<file path="config.mk">
export PLATFORM = sky130hd
export DESIGN_NAME = clock_evict_ctrl
export DESIGN_NICKNAME = d
export VERILOG_FILES = /design/src/rtl/clock_evict_pkg.sv /design/src/rtl/clock_evict_rst_sync.sv /design/src/rtl/clock_evict_marks.sv /design/src/rtl/clock_evict_rmap.sv /design/src/rtl/clock_evict_fsm.sv /design/src/rtl/clock_evict_ctrl.sv
export SDC_FILE = /design/constraint.sdc
export NUM_CORES = 1
export LEC_CHECK = 0
export CORE_MARGIN = 5
export CORE_UTILIZATION = 45
export DETAILED_ROUTE_END_ITERATION = 10
export PLACE_DENSITY = 0.73
export SLEW_MARGIN = 20
export SYNTH_ARGS = -nofsm -noshare
export SYNTH_HDL_FRONTEND = slang
export SYNTH_SLANG_ARGS = --single-unit
export TNS_END_PERCENT = 10
</file>
<file path="constraint.sdc">
create_clock -name clk -period 2.2 [get_ports clk]
set_input_delay 0.44 -clock clk [delete_from_list [all_inputs] [get_ports clk]]
set_output_delay 0.44 -clock clk [all_outputs]
set_load 0.05 [all_outputs]
</file>
<file path="src/rtl/clock_evict_pkg.sv">
package clock_evict_pkg;
  typedef enum logic [2:0] {
    ST_IDLE   = 3'd0,
    ST_SELECT = 3'd1,
    ST_WB     = 3'd2,
    ST_LOAD   = 3'd3,
    ST_UPDATE = 3'd4
  } evict_st_e;
endpackage

</file>
<file path="src/rtl/clock_evict_rst_sync.sv">
module clock_evict_rst_sync (
  input  logic clk,
  input  logic rst_n,
  output logic rst_n_sync
);
  logic [1:0] sync_q;

  always_ff @(posedge clk or negedge rst_n) begin
    if (!rst_n) sync_q <= 2'b00;
    else        sync_q <= {sync_q[0], 1'b1};
  end

  assign rst_n_sync = sync_q[1];
endmodule

</file>
<file path="src/rtl/clock_evict_marks.sv">
module clock_evict_marks #(
  parameter int NUM_FRAMES = 16,
  parameter int PERIOD     = 5,
  localparam int FW = (NUM_FRAMES > 1) ? $clog2(NUM_FRAMES) : 1,
  localparam int CW = (PERIOD > 1) ? $clog2(PERIOD) : 1
) (
  input  logic                  clk,
  input  logic                  rst_n,
  input  logic                  acc_vld,
  input  logic [FW-1:0]         acc_frame,
  input  logic                  acc_write,
  input  logic                  skip_clr,
  input  logic [FW-1:0]         skip_frame,
  input  logic                  install,
  input  logic [FW-1:0]         inst_frame,
  input  logic                  wb_done,
  input  logic [FW-1:0]         wb_frame,
  output logic [NUM_FRAMES-1:0] ref_vec,
  output logic [NUM_FRAMES-1:0] dirty_vec,
  output logic                  ref_clr
);
  logic [NUM_FRAMES-1:0] ref_q, ref_n, dirty_q, dirty_n;
  logic [CW-1:0]         cnt_q, cnt_n;
  logic                  period_wrap;
  logic                  ref_en, dirty_en;

  assign period_wrap = acc_vld && (cnt_q == CW'(PERIOD - 1));

  always_comb begin
    cnt_n = cnt_q;
    if (acc_vld) cnt_n = period_wrap ? '0 : cnt_q + CW'(1);
  end

  for (genvar gi = 0; gi < NUM_FRAMES; gi++) begin : g_frame
    always_comb begin
      ref_n[gi] = ref_q[gi];
      if (skip_clr && skip_frame == FW'(gi)) ref_n[gi] = 1'b0;
      if (install  && inst_frame == FW'(gi)) ref_n[gi] = 1'b1;
      if (acc_vld  && acc_frame  == FW'(gi)) ref_n[gi] = 1'b1;
      if (period_wrap)                       ref_n[gi] = 1'b0;
    end
    always_comb begin
      dirty_n[gi] = dirty_q[gi];
      if (wb_done && wb_frame   == FW'(gi))             dirty_n[gi] = 1'b0;
      if (install && inst_frame == FW'(gi))             dirty_n[gi] = 1'b0;
      if (acc_vld && acc_write && acc_frame == FW'(gi)) dirty_n[gi] = 1'b1;
    end
  end

  assign ref_en   = skip_clr | install | acc_vld;
  assign dirty_en = wb_done | install | (acc_vld & acc_write);

  always_ff @(posedge clk or negedge rst_n) begin
    if (!rst_n) begin
      ref_q   <= '0;
      dirty_q <= '0;
      cnt_q   <= '0;
    end else begin
      if (ref_en)   ref_q   <= ref_n;
      if (dirty_en) dirty_q <= dirty_n;
      if (acc_vld)  cnt_q   <= cnt_n;
    end
  end

  assign ref_vec   = ref_q;
  assign dirty_vec = dirty_q;
  assign ref_clr   = period_wrap;


  cnt_range_chk: assert property (@(posedge clk) disable iff (!rst_n)
    cnt_q < CW'(PERIOD));


  ref_wipe_chk: assert property (@(posedge clk) disable iff (!rst_n)
    ref_clr |=> (ref_q == '0));


  dirty_drop_chk: assert property (@(posedge clk) disable iff (!rst_n)
    (wb_done && !(acc_vld && acc_write)) |=> !dirty_q[$past(wb_frame)]);


  acc_mark_chk: assert property (@(posedge clk) disable iff (!rst_n)
    (acc_vld && acc_write) |=> dirty_q[$past(acc_frame)]);
endmodule

</file>
<file path="src/rtl/clock_evict_rmap.sv">
module clock_evict_rmap #(
  parameter int NUM_FRAMES = 16,
  parameter int VPN_W      = 8,
  localparam int FW  = (NUM_FRAMES > 1) ? $clog2(NUM_FRAMES) : 1,
  localparam int FCW = $clog2(NUM_FRAMES + 1)
) (
  input  logic             clk,
  input  logic             rst_n,
  input  logic             install,
  input  logic [FW-1:0]    inst_frame,
  input  logic [VPN_W-1:0] inst_vpn,
  input  logic [FW-1:0]    rd_frame,
  output logic [VPN_W-1:0] rd_vpn,
  output logic             full,
  output logic [FW-1:0]    fill_frame
);
  logic [VPN_W-1:0] owner_q [NUM_FRAMES];
  logic [FCW-1:0]   fill_q;
  logic             fill_en;

  assign full       = (fill_q == FCW'(NUM_FRAMES));
  assign fill_frame = fill_q[FW-1:0];
  assign fill_en    = install && !full;

  always_ff @(posedge clk) begin
    if (install) owner_q[inst_frame] <= inst_vpn;
  end

  always_ff @(posedge clk or negedge rst_n) begin
    if (!rst_n)       fill_q <= '0;
    else if (fill_en) fill_q <= fill_q + FCW'(1);
  end

  assign rd_vpn = owner_q[rd_frame];


  free_order_chk: assert property (@(posedge clk) disable iff (!rst_n)
    (install && !full) |-> (inst_frame == fill_frame));
endmodule

</file>
<file path="src/rtl/clock_evict_fsm.sv">
module clock_evict_fsm
  import clock_evict_pkg::*;
#(
  parameter int NUM_FRAMES = 16,
  parameter int VPN_W      = 8,
  localparam int FW = (NUM_FRAMES > 1) ? $clog2(NUM_FRAMES) : 1
) (
  input  logic                  clk,
  input  logic                  rst_n,
  input  logic                  flt_req,
  input  logic [VPN_W-1:0]      flt_vpn,
  input  logic                  full,
  input  logic [FW-1:0]         fill_frame,
  input  logic [NUM_FRAMES-1:0] ref_vec,
  input  logic [NUM_FRAMES-1:0] dirty_vec,
  input  logic [VPN_W-1:0]      rd_vpn,
  input  logic                  wb_ack,
  input  logic                  ld_ack,
  output logic [FW-1:0]         hand,
  output logic                  skip_clr,
  output logic                  install,
  output logic [FW-1:0]         vic_frame,
  output logic [VPN_W-1:0]      new_vpn,
  output logic                  evicted,
  output logic                  vic_dirty,
  output logic [VPN_W-1:0]      vic_vpn,
  output logic                  wb_req,
  output logic                  wb_done,
  output logic                  ld_req
);
  evict_st_e        st_q, st_n;
  logic [VPN_W-1:0] vpn_q, vpn_n, vvpn_q, vvpn_n;
  logic [FW-1:0]    vic_q, vic_n, hand_q, hand_n, hand_inc;
  logic             evict_q, evict_n, vdirty_q, vdirty_n;
  logic             reg_en;

  assign hand_inc = (hand_q == FW'(NUM_FRAMES - 1)) ? '0 : hand_q + FW'(1);

  always_comb begin
    st_n     = st_q;
    vpn_n    = vpn_q;
    vic_n    = vic_q;
    evict_n  = evict_q;
    vdirty_n = vdirty_q;
    vvpn_n   = vvpn_q;
    hand_n   = hand_q;
    skip_clr = 1'b0;
    case (st_q)
      ST_IDLE: begin
        if (flt_req) begin
          vpn_n = flt_vpn;
          st_n  = ST_SELECT;
        end
      end
      ST_SELECT: begin
        if (!full) begin
          vic_n    = fill_frame;
          evict_n  = 1'b0;
          vdirty_n = 1'b0;
          st_n     = ST_LOAD;
        end else if (ref_vec[hand_q]) begin
          skip_clr = 1'b1;
          hand_n   = hand_inc;
        end else begin
          vic_n    = hand_q;
          evict_n  = 1'b1;
          vdirty_n = dirty_vec[hand_q];
          vvpn_n   = rd_vpn;
          hand_n   = hand_inc;
          st_n     = dirty_vec[hand_q] ? ST_WB : ST_LOAD;
        end
      end
      ST_WB:     if (wb_ack) st_n = ST_LOAD;
      ST_LOAD:   if (ld_ack) st_n = ST_UPDATE;
      ST_UPDATE: st_n = ST_IDLE;
      default:   st_n = ST_IDLE;
    endcase
  end

  assign reg_en = (st_q != ST_IDLE) || flt_req;

  always_ff @(posedge clk or negedge rst_n) begin
    if (!rst_n) begin
      st_q     <= ST_IDLE;
      vpn_q    <= '0;
      vic_q    <= '0;
      evict_q  <= 1'b0;
      vdirty_q <= 1'b0;
      vvpn_q   <= '0;
      hand_q   <= '0;
    end else if (reg_en) begin
      st_q     <= st_n;
      vpn_q    <= vpn_n;
      vic_q    <= vic_n;
      evict_q  <= evict_n;
      vdirty_q <= vdirty_n;
      vvpn_q   <= vvpn_n;
      hand_q   <= hand_n;
    end
  end

  assign hand      = hand_q;
  assign install   = (st_q == ST_UPDATE);
  assign vic_frame = vic_q;
  assign new_vpn   = vpn_q;
  assign evicted   = evict_q;
  assign vic_dirty = vdirty_q;
  assign vic_vpn   = vvpn_q;
  assign wb_req    = (st_q == ST_WB);
  assign wb_done   = (st_q == ST_WB) && wb_ack;
  assign ld_req    = (st_q == ST_LOAD);


  wb_needs_dirty_chk: assert property (@(posedge clk) disable iff (!rst_n)
    wb_req |-> (vic_dirty && evicted));


  wb_hold_chk: assert property (@(posedge clk) disable iff (!rst_n)
    (wb_req && !wb_ack) |=> (wb_req && $stable(vic_frame)));


  ld_hold_chk: assert property (@(posedge clk) disable iff (!rst_n)
    (ld_req && !ld_ack) |=> (ld_req && $stable(new_vpn)));


  dirty_report_chk: assert property (@(posedge clk) disable iff (!rst_n)
    (install && vic_dirty) |-> evicted);


  skip_advance_chk: assert property (@(posedge clk) disable iff (!rst_n)
    skip_clr |=> (hand != $past(hand)));
endmodule

</file>
<file path="src/rtl/clock_evict_ctrl.sv">
module clock_evict_ctrl #(
  parameter int NUM_FRAMES = 16,
  parameter int VPN_W      = 8,
  parameter int PERIOD     = 5,
  localparam int FW = (NUM_FRAMES > 1) ? $clog2(NUM_FRAMES) : 1
) (
  input  logic             clk,
  input  logic             rst_n,
  input  logic             flt_req,
  input  logic [VPN_W-1:0] flt_vpn,
  output logic             flt_done,
  output logic [FW-1:0]    flt_frame,
  output logic             flt_evicted,
  output logic             flt_evict_dirty,
  output logic [VPN_W-1:0] flt_victim_vpn,
  output logic             wb_req,
  output logic [FW-1:0]    wb_frame,
  output logic [VPN_W-1:0] wb_vpn,
  input  logic             wb_ack,
  output logic             ld_req,
  output logic [FW-1:0]    ld_frame,
  output logic [VPN_W-1:0] ld_vpn,
  input  logic             ld_ack,
  output logic             pt_map_vld,
  output logic [VPN_W-1:0] pt_map_vpn,
  output logic [FW-1:0]    pt_map_frame,
  output logic             pt_inval_vld,
  output logic [VPN_W-1:0] pt_inval_vpn,
  output logic             dirty_clr_vld,
  output logic [VPN_W-1:0] dirty_clr_vpn,
  input  logic             acc_vld,
  input  logic [FW-1:0]    acc_frame,
  input  logic             acc_write,
  output logic             ref_clr
);
  logic                  rst_sn;
  logic [NUM_FRAMES-1:0] ref_vec, dirty_vec;
  logic [FW-1:0]         hand, vic_frame, fill_frame;
  logic [VPN_W-1:0]      new_vpn, vic_vpn, rd_vpn;
  logic                  skip_clr, install, evicted, vic_dirty, wb_done, full;

  clock_evict_rst_sync i_rst (
    .clk        (clk),
    .rst_n      (rst_n),
    .rst_n_sync (rst_sn)
  );

  clock_evict_fsm #(.NUM_FRAMES(NUM_FRAMES), .VPN_W(VPN_W)) i_fsm (
    .clk        (clk),
    .rst_n      (rst_sn),
    .flt_req    (flt_req),
    .flt_vpn    (flt_vpn),
    .full       (full),
    .fill_frame (fill_frame),
    .ref_vec    (ref_vec),
    .dirty_vec  (dirty_vec),
    .rd_vpn     (rd_vpn),
    .wb_ack     (wb_ack),
    .ld_ack     (ld_ack),
    .hand       (hand),
    .skip_clr   (skip_clr),
    .install    (install),
    .vic_frame  (vic_frame),
    .new_vpn    (new_vpn),
    .evicted    (evicted),
    .vic_dirty  (vic_dirty),
    .vic_vpn    (vic_vpn),
    .wb_req     (wb_req),
    .wb_done    (wb_done),
    .ld_req     (ld_req)
  );

  clock_evict_marks #(.NUM_FRAMES(NUM_FRAMES), .PERIOD(PERIOD)) i_marks (
    .clk        (clk),
    .rst_n      (rst_sn),
    .acc_vld    (acc_vld),
    .acc_frame  (acc_frame),
    .acc_write  (acc_write),
    .skip_clr   (skip_clr),
    .skip_frame (hand),
    .install    (install),
    .inst_frame (vic_frame),
    .wb_done    (wb_done),
    .wb_frame   (vic_frame),
    .ref_vec    (ref_vec),
    .dirty_vec  (dirty_vec),
    .ref_clr    (ref_clr)
  );

  clock_evict_rmap #(.NUM_FRAMES(NUM_FRAMES), .VPN_W(VPN_W)) i_rmap (
    .clk        (clk),
    .rst_n      (rst_sn),
    .install    (install),
    .inst_frame (vic_frame),
    .inst_vpn   (new_vpn),
    .rd_frame   (hand),
    .rd_vpn     (rd_vpn),
    .full       (full),
    .fill_frame (fill_frame)
  );

  assign flt_done        = install;
  assign flt_frame       = vic_frame;
  assign flt_evicted     = evicted;
  assign flt_evict_dirty = vic_dirty;
  assign flt_victim_vpn  = vic_vpn;
  assign wb_frame        = vic_frame;
  assign wb_vpn          = vic_vpn;
  assign ld_frame        = vic_frame;
  assign ld_vpn          = new_vpn;
  assign pt_map_vld      = install;
  assign pt_map_vpn      = new_vpn;
  assign pt_map_frame    = vic_frame;
  assign pt_inval_vld    = install && evicted;
  assign pt_inval_vpn    = vic_vpn;
  assign dirty_clr_vld   = wb_done;
  assign dirty_clr_vpn   = vic_vpn;


  inval_with_map_chk: assert property (@(posedge clk) disable iff (!rst_sn)
    pt_inval_vld |-> (pt_map_vld && flt_evicted));


  done_pulse_chk: assert property (@(posedge clk) disable iff (!rst_sn)
    flt_done |=> !flt_done);
endmodule

</file>
==> results of run 1 <==
[final timing paths]
kind / startpoint / endpoint / slack [ps] / cells after the start
max: i_fsm.hand[3] / i_fsm.vic_frame[1] / 9 / 5
min: i_rst.sync_q[1] / i_fsm.hand[0] / 130 / 0
max reg2reg: i_fsm.hand[3] / i_fsm.vic_frame[1] / 9 / 5
min reg2reg: i_rst.sync_q[1] / i_fsm.hand[0] / 130 / 0
max in group asynchronous: i_rst.sync_q[1] / i_marks.ref_vec[0] / 1490 / 1
min in group clk: i_rst.sync_q[0] / i_rst.sync_q[1] / 350 / 0
[critical path, cell delays in order (launching register included)]
cell	delay [ps]
dfrtp_1	520
mux4_2	350
nor2_1	240
a31oi_2	110
a311o_2	520
mux2_4	330
[power groups by stage]
| stage | Sequential, W | Combinational (W) | Clock [W] |
|---|---|---|---|
| 6_report | 0.00545 | 0.00321 | 0.00298 |
| 3_3_place_gp | 0.00548 | 0.00310 | 0 |
| 2_1_floorplan | 0.00565 | 0.00185 | 0 |
| 4_1_cts | 0.00546 | 0.00321 | 0.00302 |
| 3_5_place_dp | 0.00554 | 0.00318 | 0 |
| 5_1_grt | 0.00554 | 0.00340 | 0.00319 |
[flip-flops by register name, indices dropped and copies added (netlist names)]
| register | count |
|---|---|
| i_rmap.owner_q | 128 |
| i_marks.dirty_vec | 16 |
| i_marks.ref_vec | 16 |
| i_fsm.new_vpn | 8 |
| i_fsm.vic_vpn | 8 |
| i_rmap.fill_q | 5 |
| i_fsm.hand | 4 |
| i_fsm.vic_frame | 4 |
| i_fsm.st_q | 3 |
| i_marks.cnt_q | 3 |
| i_rst.sync_q | 2 |
| i_fsm.evicted | 1 |
| i_fsm.vic_dirty | 1 |
[logic make-up after synthesis]
group	synth area share (%)
AOI/OAI and AO/OA	8.44
xor gates and xnor gates	0.597
adders and majority gates	1.14
buffers and inverters	5.59
DFF	63.9
muxes	13.7
other	0.0426
and+or+nand+nor	6.59
[per-layer routing]
metal | GRT usage, % | part of all wire, %
met1 | 23.7 | 39
met2 | 32.6 | 51
met3 | 5.24 | 7.0
met4 | 6.08 | 2.2
met5 | 0 | 0
[metrics by stage]
step,setup TNS (ps),instances,worst slack (ps)
after floorplan,-1350,596,-82.4
after global placement,0,937,90.8
after detailed placement,0,937,71.2
after CTS,0,970,35.5
after global routing,-119,970,-36.6
final,0,970,9.13
[final cells by class]
class | count | area (um^2) | share of cell area, %
sequential | 199 | 5630 | 52.5
multi-input combinational | 315 | 2710 | 25.3
timing repair buffer | 146 | 1430 | 13.3
clock buffer | 20 | 458 | 4.27
tap | 265 | 332 | 3.09
clock inverter | 12 | 108 | 1.00
inverter | 13 | 52.6 | 0.490
[timing repair]
action,in CTS,in global routing
setup endpoints to repair,2,11
setup buffers,1,0
resized for setup,2,5
pin swaps,0,1
[cell usage after synthesis, drive strengths merged (3+ instances only)]
cell type | count | area, um^2
nand3b | 4 | 30.0
nand3 | 14 | 70.1
nor2b | 6 | 37.5
ha | 8 | 100
nor2 | 22 | 82.6
and3 | 3 | 18.8
clkbuf | 13 | 48.8
o21ai | 59 | 295
a22oi | 28 | 210
nand2b | 7 | 43.8
edfxtp | 128 | 3840
and2 | 5 | 31.3
inv | 12 | 45.0
xnor2 | 6 | 52.6
mux2i | 5 | 50.1
a21oi | 18 | 90.1
dfrtp | 71 | 1780
mux2 | 20 | 233
buf | 56 | 394
or3 | 3 | 18.8
mux4 | 41 | 923
nor3 | 4 | 20.0
a31oi | 6 | 37.5
nand2 | 33 | 136
==> run metrics, run 1 <==
final setup vio count=0; leading cell type in the layout, fill and taps excluded=edfxtp_1; placed inst area=0.0101 mm^2; outcome=finished, final reports clean; Top Ports=92; Num CTS Buffers=17; RSZ-0062 raised after global routing=yes; total grt overflow=0; die area=0.0224 mm^2; max_slew headroom=51.2%; FF+latch count, synth=199; Tot GR Track Use=19.1%; Fillers=1500; sw frac=35.3%; synthesized area per cell=14.8 um^2; Most used DFF post-synth=edfxtp_1; Switch Pwr=0.00411 W; Pint=0.00753 W; Final Hold Vio Count=0; Max Transition Viols Final=0; Mapped Nets=623; die height=150 um; wire per inst=21.4 um; core area=0.0193 mm^2; clock power share=25.6%; layout cell share with drive strength beyond 1=29.1%; HP Class=reg2async; Post-synth EDFFs=128; peak supply drop=0.851 mV; CTS clk-pin slew, worst paths=70 ps; post-synth cell types=48; via count=5495; initial core utilization=45.5%; combinational share of power=27.6%; total power=0.0116 W; # diodes=0; fin crit period=2190 ps; pin count of the biggest net entering global routing=41; Clock Sinks=199; Final ANT Viol Nets=0; clk_lat worst skew=430 ps; CTS tree=yes; Hold Buf Count CTS=0; worst slew pin tran=733 ps; Port Buffers=91; Final Instance Area=0.0107 mm^2; Worst EP arrival=2500 ps; Synth warnings=0; drt pass-1 iters=5; highest-count cells in the layout ignoring fill and taps=edfxtp_1 (128), buf_4 (78), dfrtp_1 (67); Final Wtd Congestion=0.940; Tcrit/Tclk final=99.6%; fmax=456 MHz; Pwr Density=1090 mW/mm^2; drt drc=0; post-synthesis sequential area ratio=63.9%; CTS max path bufs=2; static leakage=3.99 nW; area growth from synthesis to layout=21.8%; CP Max Fanout=7; Die Wd=150 um; startpoint types=flip-flop; vias per inst=5.66; Layout Nets=719; hpwl dp=15000 um; register share of total power=46.8%; critical path capture point type=flip-flop; post-layout util=55.4%; Mapped Area=0.00880 mm^2; Fin Hold WS=126 ps; H-tree depth=4; WP data required=2510 ps; Syn Inst Count=596; number of global-route vias before repair=5715; first-pass GRT wire length=32200 um; crit path kind=reg2reg; share of flip-flops with an asynchronous set or reset=35.7%; WL final=20700 um; root buf cell=clkbuf_16; skew final=13.1 ps; max_cap viols=0; 1st-iter DRT viols=460; Rows=51; initial antenna violation count=0
(Power assumes the default switching activity.)
==> inputs of run 2 (changes only) <==
--- a/config.mk
+++ b/config.mk
@@ -9,7 +9,6 @@
 export CORE_UTILIZATION = 45
 export DETAILED_ROUTE_END_ITERATION = 10
 export PLACE_DENSITY = 0.73
-export SLEW_MARGIN = 20
 export SYNTH_ARGS = -nofsm -noshare
 export SYNTH_HDL_FRONTEND = slang
 export SYNTH_SLANG_ARGS = --single-unit
==> results of run 2 <==
No change in the layout: final DEF, timing and power equal those of run 1.
